### src/rtl/mbus_pkg.sv
package mbus_pkg;
  localparam int DW = 8;
  localparam int AW = 3;

  localparam logic [AW-1:0] REG_CTRL0 = 3'd0;
  localparam logic [AW-1:0] REG_CTRL1 = 3'd1;
  localparam logic [AW-1:0] REG_DET   = 3'd2;
  localparam logic [AW-1:0] REG_TONE  = 3'd3;

  localparam int CTRL0_PSK_BIT  = 0;
  localparam int CTRL1_BAUD_BIT = 4;
endpackage

### src/rtl/mbus_sync.sv
module mbus_sync #(
  parameter int W = 4,
  parameter logic [W-1:0] RST_VAL = '0
) (
  input  logic         clk_i,
  input  logic         rst_ni,
  input  logic [W-1:0] d_i,
  output logic [W-1:0] q_o
);
  for (genvar i = 0; i < W; i++) begin : g_bit
    logic [1:0] ff_q;
    always_ff @(posedge clk_i or negedge rst_ni) begin
      if (!rst_ni) ff_q <= {2{RST_VAL[i]}};
      else         ff_q <= {ff_q[0], d_i[i]};
    end
    assign q_o[i] = ff_q[1];
  end
endmodule

### src/rtl/mbus_regs.sv
module mbus_regs
  import mbus_pkg::*;
(
  input  logic          clk_i,
  input  logic          rst_ni,
  input  logic          we_i,
  input  logic [AW-1:0] addr_i,
  input  logic [DW-1:0] wdata_i,
  output logic [DW-1:0] ctrl0_o,
  output logic [DW-1:0] ctrl1_o,
  output logic [DW-1:0] tone_o
);
  always_ff @(posedge clk_i or negedge rst_ni) begin
    if (!rst_ni) begin
      ctrl0_o <= '0;
      ctrl1_o <= '0;
      tone_o  <= '0;
    end else if (we_i) begin
      unique case (addr_i)
        REG_CTRL0: ctrl0_o <= wdata_i;
        REG_CTRL1: ctrl1_o <= wdata_i;
        REG_TONE:  tone_o  <= wdata_i;
        default: ;  // detect and unmapped: write dropped
      endcase
    end
  end
endmodule

### src/rtl/mbus_detect.sv
module mbus_detect #(
  parameter int DET_W = 4
) (
  input  logic             clk_i,
  input  logic             rst_ni,
  input  logic [DET_W-1:0] det_i,
  input  logic             clr_i,
  output logic [DET_W-1:0] flags_o,
  output logic             int_pd_o
);
  logic [DET_W-1:0] flags_d;

  // clear first, then merge, so a coincident pulse survives
  always_comb flags_d = (clr_i ? '0 : flags_o) | det_i;

  always_ff @(posedge clk_i or negedge rst_ni) begin
    if (!rst_ni) begin
      flags_o  <= '0;
      int_pd_o <= 1'b0;
    end else begin
      flags_o  <= flags_d;
      int_pd_o <= |flags_o;
    end
  end

  AST_IRQ_ON_FLAG: assert property (@(posedge clk_i) disable iff (!rst_ni)
    (|flags_o) |=> int_pd_o);
  AST_IRQ_HELD: assert property (@(posedge clk_i) disable iff (!rst_ni)
    $fell(int_pd_o) |-> $past(clr_i, 2));
  AST_PULSE_STICKS: assert property (@(posedge clk_i) disable iff (!rst_ni)
    (det_i != '0) |=> ((flags_o & $past(det_i)) == $past(det_i)));
endmodule

### src/rtl/mbus_regif.sv
module mbus_regif
  import mbus_pkg::*;
#(
  parameter int DET_W = 4
) (
  input  logic             clk_i,
  input  logic             rst_ni,
  input  logic             ale_i,
  input  logic             cs_ni,
  input  logic             rd_ni,
  input  logic             wr_ni,
  input  logic [DW-1:0]    ad_i,
  output logic [DW-1:0]    ad_o,
  output logic             ad_oe_o,
  input  logic [DET_W-1:0] det_i,
  output logic             int_pd_o,
  output logic             clk_sel_o
);
  localparam int NSYNC = 4;

  logic [NSYNC-1:0] strb_s;
  logic ale_s, cs_n_s, rd_n_s, wr_n_s;
  logic ale_d, rd_d, wr_d;
  logic ale_fall, rd_fall, wr_rise;
  logic [AW-1:0] addr_q;
  logic cs_act_q;
  logic [DW-1:0] ctrl0, ctrl1, tone, rd_mux, rdata_q;
  logic [DET_W-1:0] flags;
  logic det_clr, we, oe_q;

  mbus_sync #(.W(NSYNC), .RST_VAL(4'b1110)) u_sync (
    .clk_i (clk_i),
    .rst_ni(rst_ni),
    .d_i   ({wr_ni, rd_ni, cs_ni, ale_i}),
    .q_o   (strb_s)
  );
  assign {wr_n_s, rd_n_s, cs_n_s, ale_s} = strb_s;

  always_ff @(posedge clk_i or negedge rst_ni) begin
    if (!rst_ni) begin
      ale_d <= 1'b0;
      rd_d  <= 1'b1;
      wr_d  <= 1'b1;
    end else begin
      ale_d <= ale_s;
      rd_d  <= rd_n_s;
      wr_d  <= wr_n_s;
    end
  end

  assign ale_fall = ale_d & ~ale_s;
  assign rd_fall  = rd_d & ~rd_n_s;
  assign wr_rise  = ~wr_d & wr_n_s;

  always_ff @(posedge clk_i or negedge rst_ni) begin
    if (!rst_ni) begin
      addr_q   <= '0;
      cs_act_q <= 1'b0;
    end else if (ale_fall) begin
      addr_q   <= ad_i[AW-1:0];
      cs_act_q <= ~cs_n_s;
    end
  end

  assign we      = wr_rise & cs_act_q;
  assign det_clr = rd_fall & cs_act_q & (addr_q == REG_DET);

  mbus_regs u_regs (
    .clk_i  (clk_i),
    .rst_ni (rst_ni),
    .we_i   (we),
    .addr_i (addr_q),
    .wdata_i(ad_i),
    .ctrl0_o(ctrl0),
    .ctrl1_o(ctrl1),
    .tone_o (tone)
  );

  mbus_detect #(.DET_W(DET_W)) u_det (
    .clk_i   (clk_i),
    .rst_ni  (rst_ni),
    .det_i   (det_i),
    .clr_i   (det_clr),
    .flags_o (flags),
    .int_pd_o(int_pd_o)
  );

  always_comb begin
    unique case (addr_q)
      REG_CTRL0: rd_mux = ctrl0;
      REG_CTRL1: rd_mux = ctrl1;
      REG_DET:   rd_mux = {{(DW-DET_W){1'b0}}, flags};
      REG_TONE:  rd_mux = tone;
      default:   rd_mux = '0;
    endcase
  end

  always_ff @(posedge clk_i or negedge rst_ni) begin
    if (!rst_ni) begin
      rdata_q <= '0;
      oe_q    <= 1'b0;
    end else begin
      if (rd_fall && cs_act_q) rdata_q <= rd_mux;
      oe_q <= ~rd_n_s & cs_act_q;
    end
  end

  assign ad_o      = rdata_q;
  assign ad_oe_o   = oe_q;
  assign clk_sel_o = ctrl1[CTRL1_BAUD_BIT] & ctrl0[CTRL0_PSK_BIT];

  AST_OE_NEEDS_CS: assert property (@(posedge clk_i) disable iff (!rst_ni)
    ad_oe_o |-> $past(cs_act_q));
  AST_NO_WRITE_DESEL: assert property (@(posedge clk_i) disable iff (!rst_ni)
    (wr_rise && !cs_act_q) |=> $stable({ctrl0, ctrl1, tone}));
endmodule

### config.mk
export PLATFORM = sky130hd
export DESIGN_NAME = mbus_regif
export DESIGN_NICKNAME = d
export VERILOG_FILES = /design/src/rtl/mbus_pkg.sv /design/src/rtl/mbus_sync.sv /design/src/rtl/mbus_regs.sv /design/src/rtl/mbus_detect.sv /design/src/rtl/mbus_regif.sv
export SDC_FILE = /design/constraint.sdc
export NUM_CORES = 1
export LEC_CHECK = 0
export ABC_AREA = 0
export BUFFER_PORTS_ARGS = -buffer_cell sky130_fd_sc_hd__buf_2
export CAP_MARGIN = 20
export CORE_MARGIN = 2
export CORE_UTILIZATION = 50
export CTS_CLUSTER_DIAMETER = 200
export DETAILED_ROUTE_END_ITERATION = 6
export HOLD_SLACK_MARGIN = 0.06
export PLACE_DENSITY = 0.77
export SLEW_MARGIN = 20
export SYNTH_ARGS = -nofsm -noshare
export SYNTH_HDL_FRONTEND = slang
export SYNTH_SLANG_ARGS = --single-unit
### constraint.sdc
create_clock -name clk_i -period 1.75 [get_ports clk_i]
set_input_delay 0.2625 -clock clk_i [delete_from_list [all_inputs] [get_ports clk_i]]
set_output_delay 0.2625 -clock clk_i [all_outputs]
set_load 0.005 [all_outputs]
# Yosys cells after proc, flatten, opt, wreduce, memory -nomap -nowiden
# Index checks and enable logic that the tools add are counted.
dict set report classes {
  eq_ne 3
  muxes 2
  bitwise 13
  n_reduce_logical 6
}
# operator count
set ops {}
lappend ops {{$pmux W8 S4} 1}
lappend ops {{$and A1 B1 Y1} 8}
lappend ops {{$eq A3 B2 Y1 const B} 2}
lappend ops {{$reduce_and A2 Y1} 3}
lappend ops {{$mux W4} 1}
lappend ops {{$not A1 Y1} 4}
lappend ops {{$or A4 B4 Y4} 1}
lappend ops {{$reduce_or A4 Y1} 1}
lappend ops {{$eq A3 B1 Y1 const B} 1}
lappend ops {{$logic_not A3 Y1} 1}
lappend ops {{$logic_and A1 B1 Y1} 1}
dict set report totals {
  ff_bits 53
  input_bits 18
  out_inout_bits 11
  word_cells 40
}

# Logic depth before layout (Yosys ltp)
# Gate-level depths: netlist of run 1.
dict set report logic_depth {
  word_depth 6
  depth_mapped 5
  mapped_depth_nobuf 3
}

# By module
# A second synthesis of run 1 with hierarchy kept.
dict set report hier_totals {
  cells_unflattened 127
  hier_area_um2 2108.3
}
# mod instances cells_each area_per_inst_um2
set modules_own_cells {}
lappend modules_own_cells {mbus_regs 1 52 918.4}
lappend modules_own_cells {mbus_regif 1 52 784.5}
lappend modules_own_cells {mbus_sync 1 12 237.7}
lappend modules_own_cells {mbus_detect 1 11 167.7}

# Worst setup path before layout of run 1
# OpenSTA, ideal clock, no wires.
dict set report synth_timing {
  path_type {flip-flop to flip-flop}
  startpoint {register u_sync.g_bit[3].ff_q[1]}
  endpoint {register u_regs.ctrl1_o[0]}
  t_arrival_ns 1.388
  required_time_ns 1.625
  slack_ns 0.237
  stages_incl_launch_ff 5
  n_path_buf 1
  synth_period_minus_slack_ns 1.513
  cell_sequence {dfstp_2 -> nand4b_2 -> or3_1 -> buf_6 -> mux2_4}
}
dict set report synth_via {
  elab_chain_len 3
}
# item line
set synth_rtl {}
lappend synth_rtl {{from (decl)} mbus_sync.sv:11} ;# logic [1:0] ff_q;
lappend synth_rtl {{from (signal assigned)} mbus_sync.sv:13} ;# if (!rst_ni) ff_q <= {2{RST_VAL[i]}};
lappend synth_rtl {{from (signal assigned)} mbus_sync.sv:14} ;# else ff_q <= {ff_q[0], d_i[i]};
lappend synth_rtl {{$and A1 B1 Y1} mbus_regif.sv:53} ;# assign wr_rise = ~wr_d & wr_n_s;
lappend synth_rtl {{$and A1 B1 Y1} mbus_regif.sv:65} ;# assign we = wr_rise & cs_act_q;
lappend synth_rtl {{$reduce_and A2 Y1 (no source line)} n/a}
lappend synth_rtl {{to (signal assigned)} mbus_regs.sv:21} ;# REG_CTRL1: ctrl1_o <= wdata_i;
lappend synth_rtl {{to (decl)} mbus_regs.sv:10} ;# output logic [DW-1:0] ctrl1_o,
# No other way between the ends.
# A chain may end at the register's enable or synchronous reset.

# Worst setup path in the final report of run 1
dict set report layout_timing {
  startpoint {register u_sync.g_bit[3].ff_q[1]}
  endpoint {register u_regs.ctrl1_o[1]}
}
# Same word-level chain as after synthesis.

==> metrics.md, run 1 <==
| Metric | Value |
|---|---|
| Top Family by Delay on Critical Path | simple AND/OR/NAND/NOR gates |
| Vias in the first global route | around 1300 |
| DRC Markers | 0 |
| Slowest library cell on the worst path | dfstp_2 |
| Leak | approximately 1.2 nW |
| Clock insertion delay at the later pin of the skew report | 0.31 ns |
| Antenna diodes | 0 |
| Number of CTS-inserted buffers | 5 |
| Sequential-to-total area share from yosys stat | around 64% |
| Clock Sinks | between 50 and 60 |
| CP peak stage delay | ~0.56 ns |
| Type of origin of the critical path | register |
| Synth top area share | roughly 54% |
| Placed Area | between 2000 and 2500 um^2 |
| Wire length of the first global-routing pass | around 6.6 mm |
| Seq cells post-synth | 53 |
| H-tree depth | 2 |
| Slew headroom | 72.2% |
| Worst endpoint required time | ~2.0 ns |
| GRT Overall Usage | between 20% and 30% |
| Status | finished clean |
| Core Util, Final | 62.8% |
| Sequential cell area | ~1300 um^2 |
| R2R depth | 3 |
| Crit path cell chain | nand4b_2, or3_4, mux2_4 |
| CP bufs+invs | 0 |
| Worst Path Max Fanout | 8 |
| Setup CP Type | reg -> reg |
| Most frequent cell after synthesis | dfrtp_1 |
| Synth Instances | roughly 130 |
| Vias per cell | approximately 5.4 |
| Async SR Flop Fraction | 100% |
| Starting Density | a little over half |
| DRT Pass-1 Iters | 4 |
| Synth Flop Type | dfrtp_1 |
| Synth area leader | dfrtp_1 |
| Post-layout instance area | ~2500 um^2 |
| Avg Cell Area, Syn | around 16 um^2 |
| Total Power | between 3 and 4 mW |
| Crit. End Element | register |
| Capture point of the critical path | u_regs.ctrl1_o[1] |
| Slew @ Worst Pin | 0.417 ns |
| Max-slew violations | 0 |
| Wirelength per Cell | about 18 um |
| Final setup vio count | 0 |
| Synth cell types | 26 |
| Largest net degree at the start of global routing | 24 |
| Worst setup path startpoint | u_sync.g_bit[3].ff_q[1] |
| Reg-to-reg endpoint | u_regs.ctrl1_o[1] |
| Placed cell count | ~210 |
| Share of cells above drive strength 1 | 50.3% |
| TritonCTS clock tree | yes |
| Final hold violation count | 0 |
| I/O Pins | 29 |
| Final GP Congestion | slightly below 0.9 |
| DRT antenna net count | 0 |
| Worst slack at placement | roughly 0.030 ns |
| Post-synthesis cell area | 2080 um^2 |
| I/O Buffers | 28 |
| Cell Pwr Density | about 1300 nW/um^2 |
| Total Wirelength | around 4 mm |
| Final Cycle Share | between 80% and 90% |
| Die height | between 60 and 70 um |
| Final hold slack | approximately 0.13 ns |
| Dominant cells by area after synthesis | dfrtp_1 54%, mux2_2 10%, dfstp_2 10%, mux2_4 5.8%, a22o_1 3.4% |
| Clock Skews | 0.00925 ns |
| Synth-to-Final Area Change | 20.6% |
| Worst hold path type | in -> reg |
| Post-synth EDFFs | 0 |
| Final worst-path setup slack | ~0.18 ns |
| Die extent in x | between 60 and 70 um |
| DP Wirelength | 2.67 mm |
| Worst-path clk slew | 0.09 ns |
| CTS max path bufs | 2 |
| Nets@finish | approximately 190 |
| Die area | approximately 4700 um^2 |
| Post-route insts no fill | between 200 and 250 |
| Worst vdd ir | approximately 910 uV |
| Core ar. | 4000 um^2 |
| 1st-iter DRT viols | between 50 and 60 |
| Yosys warns | 0 |
| Reg2reg start | u_sync.g_bit[3].ff_q[1] |
| CTS Root Cell | clkbuf_8 |
| Site Rows | 23 |
| Worst R2R Setup Slack | roughly 0.18 ns |
| Synthesized net count | 145 |
| Setup TNS | 0 ns |
| Post-CTS setup buffer count | 0 |
| CP arrival | ~1.8 ns |
| Fillers | approximately 300 |
| Commonest cells post-synth | 45 x dfrtp_1, 19 x mux2_2, 8 x a22o_1, 8 x dfstp_2, 8 x mux2_4 |
| RSZ-0062 raised after global routing | false |
| GR Overflow Total | 0 |
| Stages on the worst setup path | 3 |
| Initial antenna violation count | 0 |
| Area of the multi-input gates | just over 700 um^2 |
| Maxcap violations | 0 |
| Via count | ~1200 |
| Final min period | between 1.5 and 2 ns |
| Max Clock Freq | 636 MHz |
## worst min path at each step
stage | to | slack, ns | cells past startpoint | start
after detailed placement | u_sync.g_bit[0].ff_q[0] | 0.18 | 1 | rst_ni
after CTS | u_det.flags_o[0] | 0.12 | 2 | det_i[0]
after global placement | u_sync.g_bit[0].ff_q[0] | 0.17 | 1 | rst_ni
after global routing | u_det.flags_o[0] | 0.12 | 2 | det_i[0]
final | u_det.flags_o[0] | 0.13 | 2 | det_i[0]
after floorplan | ad_o[0] | -0.03 | 0 | rst_ni
## routing by layer
metal | wire length, um | global-route usage, %
met1 | 1800 | 26.9
met2 | 1980 | 32.2
met3 | 167 | 6.33
met4 | 41 | 7.25
met5 | 0 | 0
## cell usage in the layout, fill, tap and decap left out, drive strengths merged, types with 4 or more instances in the layout
cell | netlist | final
dfrtp | 45 | 45
buf | 3 | 39
mux2 | 27 | 27
a22o | 8 | 8
dfstp | 8 | 8
clkbuf | 1 | 6
dlygate4sd3 | 0 | 5
a21o | 4 | 4
mux2i | 4 | 4
nand3 | 4 | 4
o21ai | 4 | 4
mux4 | 4 | 4
## state kept, by name, summed over array words and instances (netlist names), 3 cells and up
register           flops
u_regs.ctrl1_o         8
u_det.flags_o          4
addr_q                 3
u_regs.ctrl0_o         8
u_sync.g_bit.ff_q      8
u_regs.tone_o          8
ad_o                   8
## logic make-up (layout without fill, tap and decap cells)
logic type,Yosys count,in the layout,share of synthesized area [%]
multiplexers,35,35,22.6
AND/OR/NAND/NOR,18,18,5.71
buffers and inverters,4,52,1.50
AO/OA/AOI/OAI,17,17,6.01
flip-flops,53,53,64.1
## where the power goes
group | leakage, nW | internal [mW] | switching (mW)
Clock | 0.0574 | 0.465 | 0.398
Combinational | 0.486 | 0.458 | 0.234
Sequential | 0.616 | 1.55 | 0.192
## layout make-up
cell class / count / area share [%]
repair buffers: 44 / 10.9
well taps: 50 / 2.49
multi-input cells: 70 / 28.7
flip-flops and latches: 53 / 53.2
clock buffers: 6 / 3.29
clock inverters: 2 / 1.49
## repair_timing
item,4_1_cts,5_1_grt
endpoints found under the setup margin,0,8
hold buffers,5,0
resized for setup,0,1
endpoints found under the hold margin,16,0
No activity file was read; power rests on OpenSTA's default activity.
==> run 2, diff against run 1 <==
Settings changed: CORE_UTILIZATION 50 to 55, PLACE_DENSITY 0.77 to 0.83, TNS_END_PERCENT set to 5.
==> metrics.md, run 2 (same netlist as run 1, synthesis figures left out) <==
| Metric | Value |
|---|---|
| DRT Pass-1 Iters | 4 |
| Slew headroom | roughly two thirds |
| Nets@finish | 190 |
| Max-slew violations | 0 |
| Core Util, Final | between 60 and 70% |
| Sequential cell area | between 1000 and 1500 um^2 |
| Die area | roughly 4300 um^2 |
| Type of origin of the critical path | register |
| Synth-to-Final Area Change | 18.0% |
| Post-layout instance area | around 2500 um^2 |
| R2R depth | 4 |
| Total Power | 3.07 mW |
| Setup TNS | 0 ns |
| Antenna diodes | 0 |
| I/O Pins | 29 |
| Worst-path clk slew | 0.08 ns |
| CTS max path bufs | 2 |
| Core ar. | between 3000 and 4000 um^2 |
| Total Wirelength | around 3.6 mm |
| CP arrival | 1.81 ns |
| Largest net degree at the start of global routing | 20 |
| Slew @ Worst Pin | 0.483 ns |
| Worst hold path type | in -> reg |
| Via count | around 1200 |
| Status | finished clean |
| Worst vdd ir | between 600 and 700 uV |
| Leak | around 1.1 nW |
| Wire length of the first global-routing pass | a little under 6 mm |
| Clock insertion delay at the later pin of the skew report | 0.29 ns |
| Area of the multi-input gates | approximately 700 um^2 |
| Share of cells above drive strength 1 | about half |
| Fillers | between 200 and 300 |
| Die extent in x | around 66 um |
| Crit. End Element | register |
| Placed Area | 2320 um^2 |
| Final setup vio count | 0 |
| Final min period | 1.63 ns |
| Maxcap violations | 0 |
| GRT Overall Usage | between 10% and 20% |
| RSZ-0062 raised after global routing | false |
| Worst hold start | det_i[2] |
| Starting Density | between 50 and 60% |
| Wirelength per Cell | approximately 16 um |
| Vias per cell | approximately 5.4 |
| Post-CTS setup buffer count | 0 |
| Worst hold path cell count | 2 |
| Max Clock Freq | 613 MHz |
| Final hold violation count | 0 |
| Final Cycle Share | around 93% |
| Initial antenna violation count | 0 |
| Vias in the first global route | approximately 1200 |
| Worst R2R Setup Slack | approximately 0.12 ns |
| Commonest non-fill, non-tap cells in the layout | 45 x dfrtp_1, 28 x buf_2, 19 x mux2_2, 9 x buf_4 |
| DRC Markers | 0 |
| Site Rows | 22 |
| Worst Path Max Fanout | 8 |
| Die height | 65.5 um |
| Setup CP Type | reg -> reg |
| Final worst-path setup slack | 0.118 ns |
| Final GP Congestion | roughly 0.77 |
| Worst endpoint required time | 1.93 ns |
| Cell Pwr Density | 1250 nW/um^2 |
| Clock Sinks | between 50 and 60 |
| DRT antenna net count | 0 |
| 1st-iter DRT viols | 28 |
| TritonCTS clock tree | yes |
| CTS Root Cell | clkbuf_8 |
| Commonest non-fill, non-tap cell in the layout | dfrtp_1 |
| I/O Buffers | 28 |
| DP Wirelength | roughly 2.7 mm |
| Number of CTS-inserted buffers | 5 |
| Reg2reg start | addr_q[1] |
| Clock Skews | roughly 0.004 ns |
| Worst hold endpoint | u_det.flags_o[2] |
| Worst slack at placement | 0.0379 ns |
| GR Overflow Total | 0 |
| H-tree depth | 2 |
| Reg-to-reg endpoint | u_regs.tone_o[0] |
==> run 2: cell types whose count changed in the layout (fill, tap and decap cells not counted), sizes merged <==
cell	previous run	this run
clkinvlp	1	0
buf	39	37
bufinv	1	0
clkinv	0	2
==> run 2: layout make-up <==
type / instances / area share (%)
Clock buffer: 6 / 2.95
Clock inverter: 2 / 0.407
Multi-Input combinational cell: 70 / 29.3
Sequential cell: 53 / 54.4
Tap cell: 48 / 2.44
Timing Repair Buffer: 42 / 10.5
==> run 2: per-stage QoR <==
stage | cells | hold WS [ns]
6_report | 221 | 0.150
3_3_place_gp | 208 | 0.191
4_1_cts | 221 | 0.149
3_5_place_dp | 208 | 0.198
2_1_floorplan | 127 | -0.0331
5_1_grt | 221 | 0.143
==> run 2: worst max-delay path, cell delays in order (launching register included) <==
cell      delay [ns]
dfrtp_1         0.44
buf_4           0.18
nand2b_1        0.09
nor2_2          0.41
mux2_2          0.39
==> run 2: how the worst max path moves through the flow <==
stage / from / end / slack [ns] / cells after the start
5_1_grt: addr_q[1] / u_regs.tone_o[6] / 0.05 / 4
3_5_place_dp: u_sync.g_bit[3].ff_q[1] / u_regs.ctrl1_o[7] / 0.04 / 3
3_3_place_gp: u_sync.g_bit[3].ff_q[1] / u_regs.ctrl1_o[2] / 0.08 / 3
4_1_cts: u_sync.g_bit[3].ff_q[1] / u_regs.ctrl1_o[2] / 0.02 / 3
2_1_floorplan: u_sync.g_bit[3].ff_q[1] / u_regs.ctrl1_o[0] / 0.24 / 4
6_report: addr_q[1] / u_regs.tone_o[0] / 0.12 / 4
==> run 2: timing repair <==
item | CTS | global route
hold buffers | 5 | 0
resized for setup | 0 | 1
setup endpoints to repair | 0 | 8
endpoints found under the hold margin | 12 | 0
==> run 2: routing by layer <==
layer | global-route usage (%) | vias up | share of wire, %
li1 | - | 559 | -
met1 | 24.8 | 614 | 46
met2 | 30.7 | 25 | 48
met3 | 5.82 | 4 | 4.8
met4 | 5.47 | 0 | 1.2
met5 | 0 | - | 0
==> run 2: power breakdown <==
part / internal [mW] / switching [mW] / leakage [nW]
Combinational: 0.459 / 0.244 / 0.474
Sequential: 1.55 / 0.183 / 0.616
Clock: 0.277 / 0.354 / 0.0450
==> run 3, diff against run 2 <==
Settings changed: ABC_AREA 0 to 1, CAP_MARGIN 20 to unset, CORE_UTILIZATION 55 to 56, PLACE_DENSITY 0.83 to 0.84, SLEW_MARGIN 20 to 10.
==> metrics.md, run 3 <==
| Metric | Value |
|---|---|
| DRT Pass-1 Iters | 5 |
| Largest net degree at the start of global routing | 23 |
| Final min period | approximately 1.5 ns |
| Commonest non-fill, non-tap cells in the layout | 61 x nand2_1, 45 x dfrtp_1, 28 x buf_2, 20 x o21ai_2, 17 x nand3_1 |
| Vias in the first global route | between 1000 and 1500 |
| Worst Path Max Fanout | 13 |
| Clock share of power | 20.7% |
| Async SR Flop Fraction | 100% |
| Wirelength per Cell | 13.4 um |
| Number of CTS-inserted buffers | 5 |
| Final setup vio count | 0 |
| Total Wirelength | 4.07 mm |
| Nets@finish | around 270 |
| Initial antenna violation count | 0 |
| Sequential-to-total area share from yosys stat | approximately three fifths |
| Slowest library cell on the worst path | dfrtp_1 |
| R2R depth | 5 |
| CTS Root Cell | clkbuf_8 |
| Placed Area | about 2400 um^2 |
| Seq cells post-synth | 53 |
| 1st-iter DRT viols | between 100 and 150 |
| Internal cell power | 2.18 mW |
| Vias per cell | around 5.2 |
| Synth Instances | approximately 220 |
| Die height | ~68 um |
| Worst R2R Setup Slack | ~0.22 ns |
| CP dominant cell by count | nand2_1 |
| DP Wirelength | 2.86 mm |
| Crit path cell chain | inv_2, nand3_1, nand2_1, o21ai_1, nand2_1 |
| CTS max path bufs | 2 |
| Crit. End Element | register |
| Maxcap violations | 0 |
| GRT Overall Usage | just over 20% |
| H-tree depth | 2 |
| Core ar. | just under 4000 um^2 |
| Die extent in x | ~68 um |
| Type of origin of the critical path | register |
| Post-synth EDFFs | 0 |
| Worst vdd ir | 750 uV |
| Final hold violation count | 0 |
| Avg Cell Area, Syn | about 10 um^2 |
| Post-CTS setup buffer count | 0 |
| NetSw | between 1 and 1.5 mW |
| Setup TNS | 0 ns |
| I/O Pins | 29 |
| Commonest cells post-synth | 61 x nand2_1, 45 x dfrtp_1, 20 x o21ai_2, 17 x nand3_1, 16 x inv_1 |
| Reg2reg start | addr_q[0] |
| Site Rows | 23 |
| Antenna diodes | 0 |
| Clock Sinks | 53 |
| Share of cells above drive strength 1 | 30.7% |
| Worst slack at placement | between 0.2 and 0.3 ns |
| Flop pwr share | between 50% and 60% |
| Starting Density | 57.6% |
| Worst endpoint required time | 1.95 ns |
| Post-layout instance area | around 2500 um^2 |
| Worst hold start | det_i[1] |
| Max-slew violations | 0 |
| Post-route insts no fill | between 300 and 400 |
| Sw Share | approximately a third |
| CP arrival | about 1.7 ns |
| Yosys warns | 0 |
| Synth area leader | dfrtp_1 |
| Wire length of the first global-routing pass | around 7.0 mm |
| Worst hold path type | in -> reg |
| Status | finished clean |
| Worst setup path startpoint | addr_q[0] |
| Slew @ Worst Pin | roughly 0.60 ns |
| Total Power | between 3 and 4 mW |
| Placed cell count | ~290 |
| Max Clock Freq | about 660 MHz |
| Most frequent cell after synthesis | nand2_1 |
| Via count | 1582 |
| Clock insertion delay at the later pin of the skew report | a little over 0.3 ns |
| TritonCTS clock tree | yes |
| Final Cycle Share | between 80 and 90% |
| GR Overflow Total | 0 |
| Leak | about 1.3 nW |
| Synth Flop Type | dfrtp_1 |
| DRT antenna net count | 0 |
| Die area | about 4600 um^2 |
| Final GP Congestion | approximately 0.8 |
| RSZ-0062 raised after global routing | false |
| Synth cell types | 21 |
| CP peak stage delay | ~0.73 ns |
| Cell Pwr Density | 1250 nW/um^2 |
| Combinational power share | between 20% and 30% |
| DRC Markers | 0 |
| Synthesized net count | between 200 and 250 |
| Final worst-path setup slack | 0.224 ns |
| Commonest non-fill, non-tap cell in the layout | nand2_1 |
| Dominant cells by area after synthesis | dfrtp_1 50%, nand2_1 10%, dfstp_2 9.3%, o21ai_2 7.7%, nand3_1 3.7% |
| Reg-to-reg endpoint | ad_o[0] |
| Core Util, Final | 64.6% |
| Capture point of the critical path | ad_o[0] |
| I/O Buffers | 28 |
| Setup CP Type | reg -> reg |
| Clock Skews | around 0.0058 ns |
| Synth top area share | 49.6% |
| Synth-to-Final Area Change | 12.1% |
| Slew headroom | 59.9% |
| Final hold slack | around 0.14 ns |
| Post-synthesis cell area | approximately 2300 um^2 |
| Worst-path clk slew | ~0.09 ns |
==> run 3: cell type report <==
cell class                      count  area (um^2)
Fill cell                         321         1400
Sequential cell                    53         1340
Multi-Input combinational cell    138          776
Timing Repair Buffer               37          220
Clock buffer                        6         72.6
Inverter                           18         67.6
Tap cell                           50         62.6
Clock inverter                      2         10.0
==> run 3: power groups by stage <==
| stage | sequential, mW | combinational, mW | clock [mW] |
|---|---|---|---|
| 3_5_place_dp | 1.80 | 0.738 | 0 |
| 6_report | 1.78 | 0.742 | 0.658 |
| 3_3_place_gp | 1.79 | 0.704 | 0 |
| 4_1_cts | 1.78 | 0.749 | 0.675 |
| 2_1_floorplan | 1.75 | 0.558 | 0 |
| 5_1_grt | 1.83 | 0.845 | 0.720 |
==> run 3: routing by layer <==
layer / up-vias / part of all wire [%] / global-route usage, %
met4: 0 / 0.98 / 7.91
met2: 32 / 48 / 31.5
met3: 6 / 4.4 / 4.33
met5: - / 0 / 0
li1: 804 / - / -
met1: 740 / 47 / 28.9
==> run 3: worst min path at each step <==
stage          slack, ns                 endpoint  cells after the start
5_1_grt             0.14         u_det.flags_o[3]                      2
3_5_place_dp        0.24                    ale_d                      1
4_1_cts             0.14         u_det.flags_o[1]                      2
3_3_place_gp        0.24  u_sync.g_bit[0].ff_q[0]                      1
2_1_floorplan      -0.03                  ad_o[0]                      0
6_report            0.14         u_det.flags_o[1]                      2
==> run 3: cell families (layout without fill, tap and decap cells) <==
family / Yosys count / count (layout) / synth area share [%]
AO/OA/AOI/OAI: 36 / 36 / 11.7
AND/OR/NAND/NOR: 102 / 102 / 22.5
buffers and inverters: 27 / 63 / 7.00
flip-flops: 53 / 53 / 58.8
==> run 3: critical path, delay by kind of cell (launching register included) <==
kind / cells / cell delay [ns]
AOI/OAI and AO/OA: 1 / 0.17
DFF: 1 / 0.73
and+or+nand+nor: 3 / 0.29
buffers and inverters: 1 / 0.23
==> run 3: what timing repair did <==
action | 4_1_cts | 5_1_grt
gates resized for setup | 0 | 0
endpoints found under the hold margin | 16 | 0
endpoints found under the setup margin | 0 | 0
hold buffers | 5 | 0
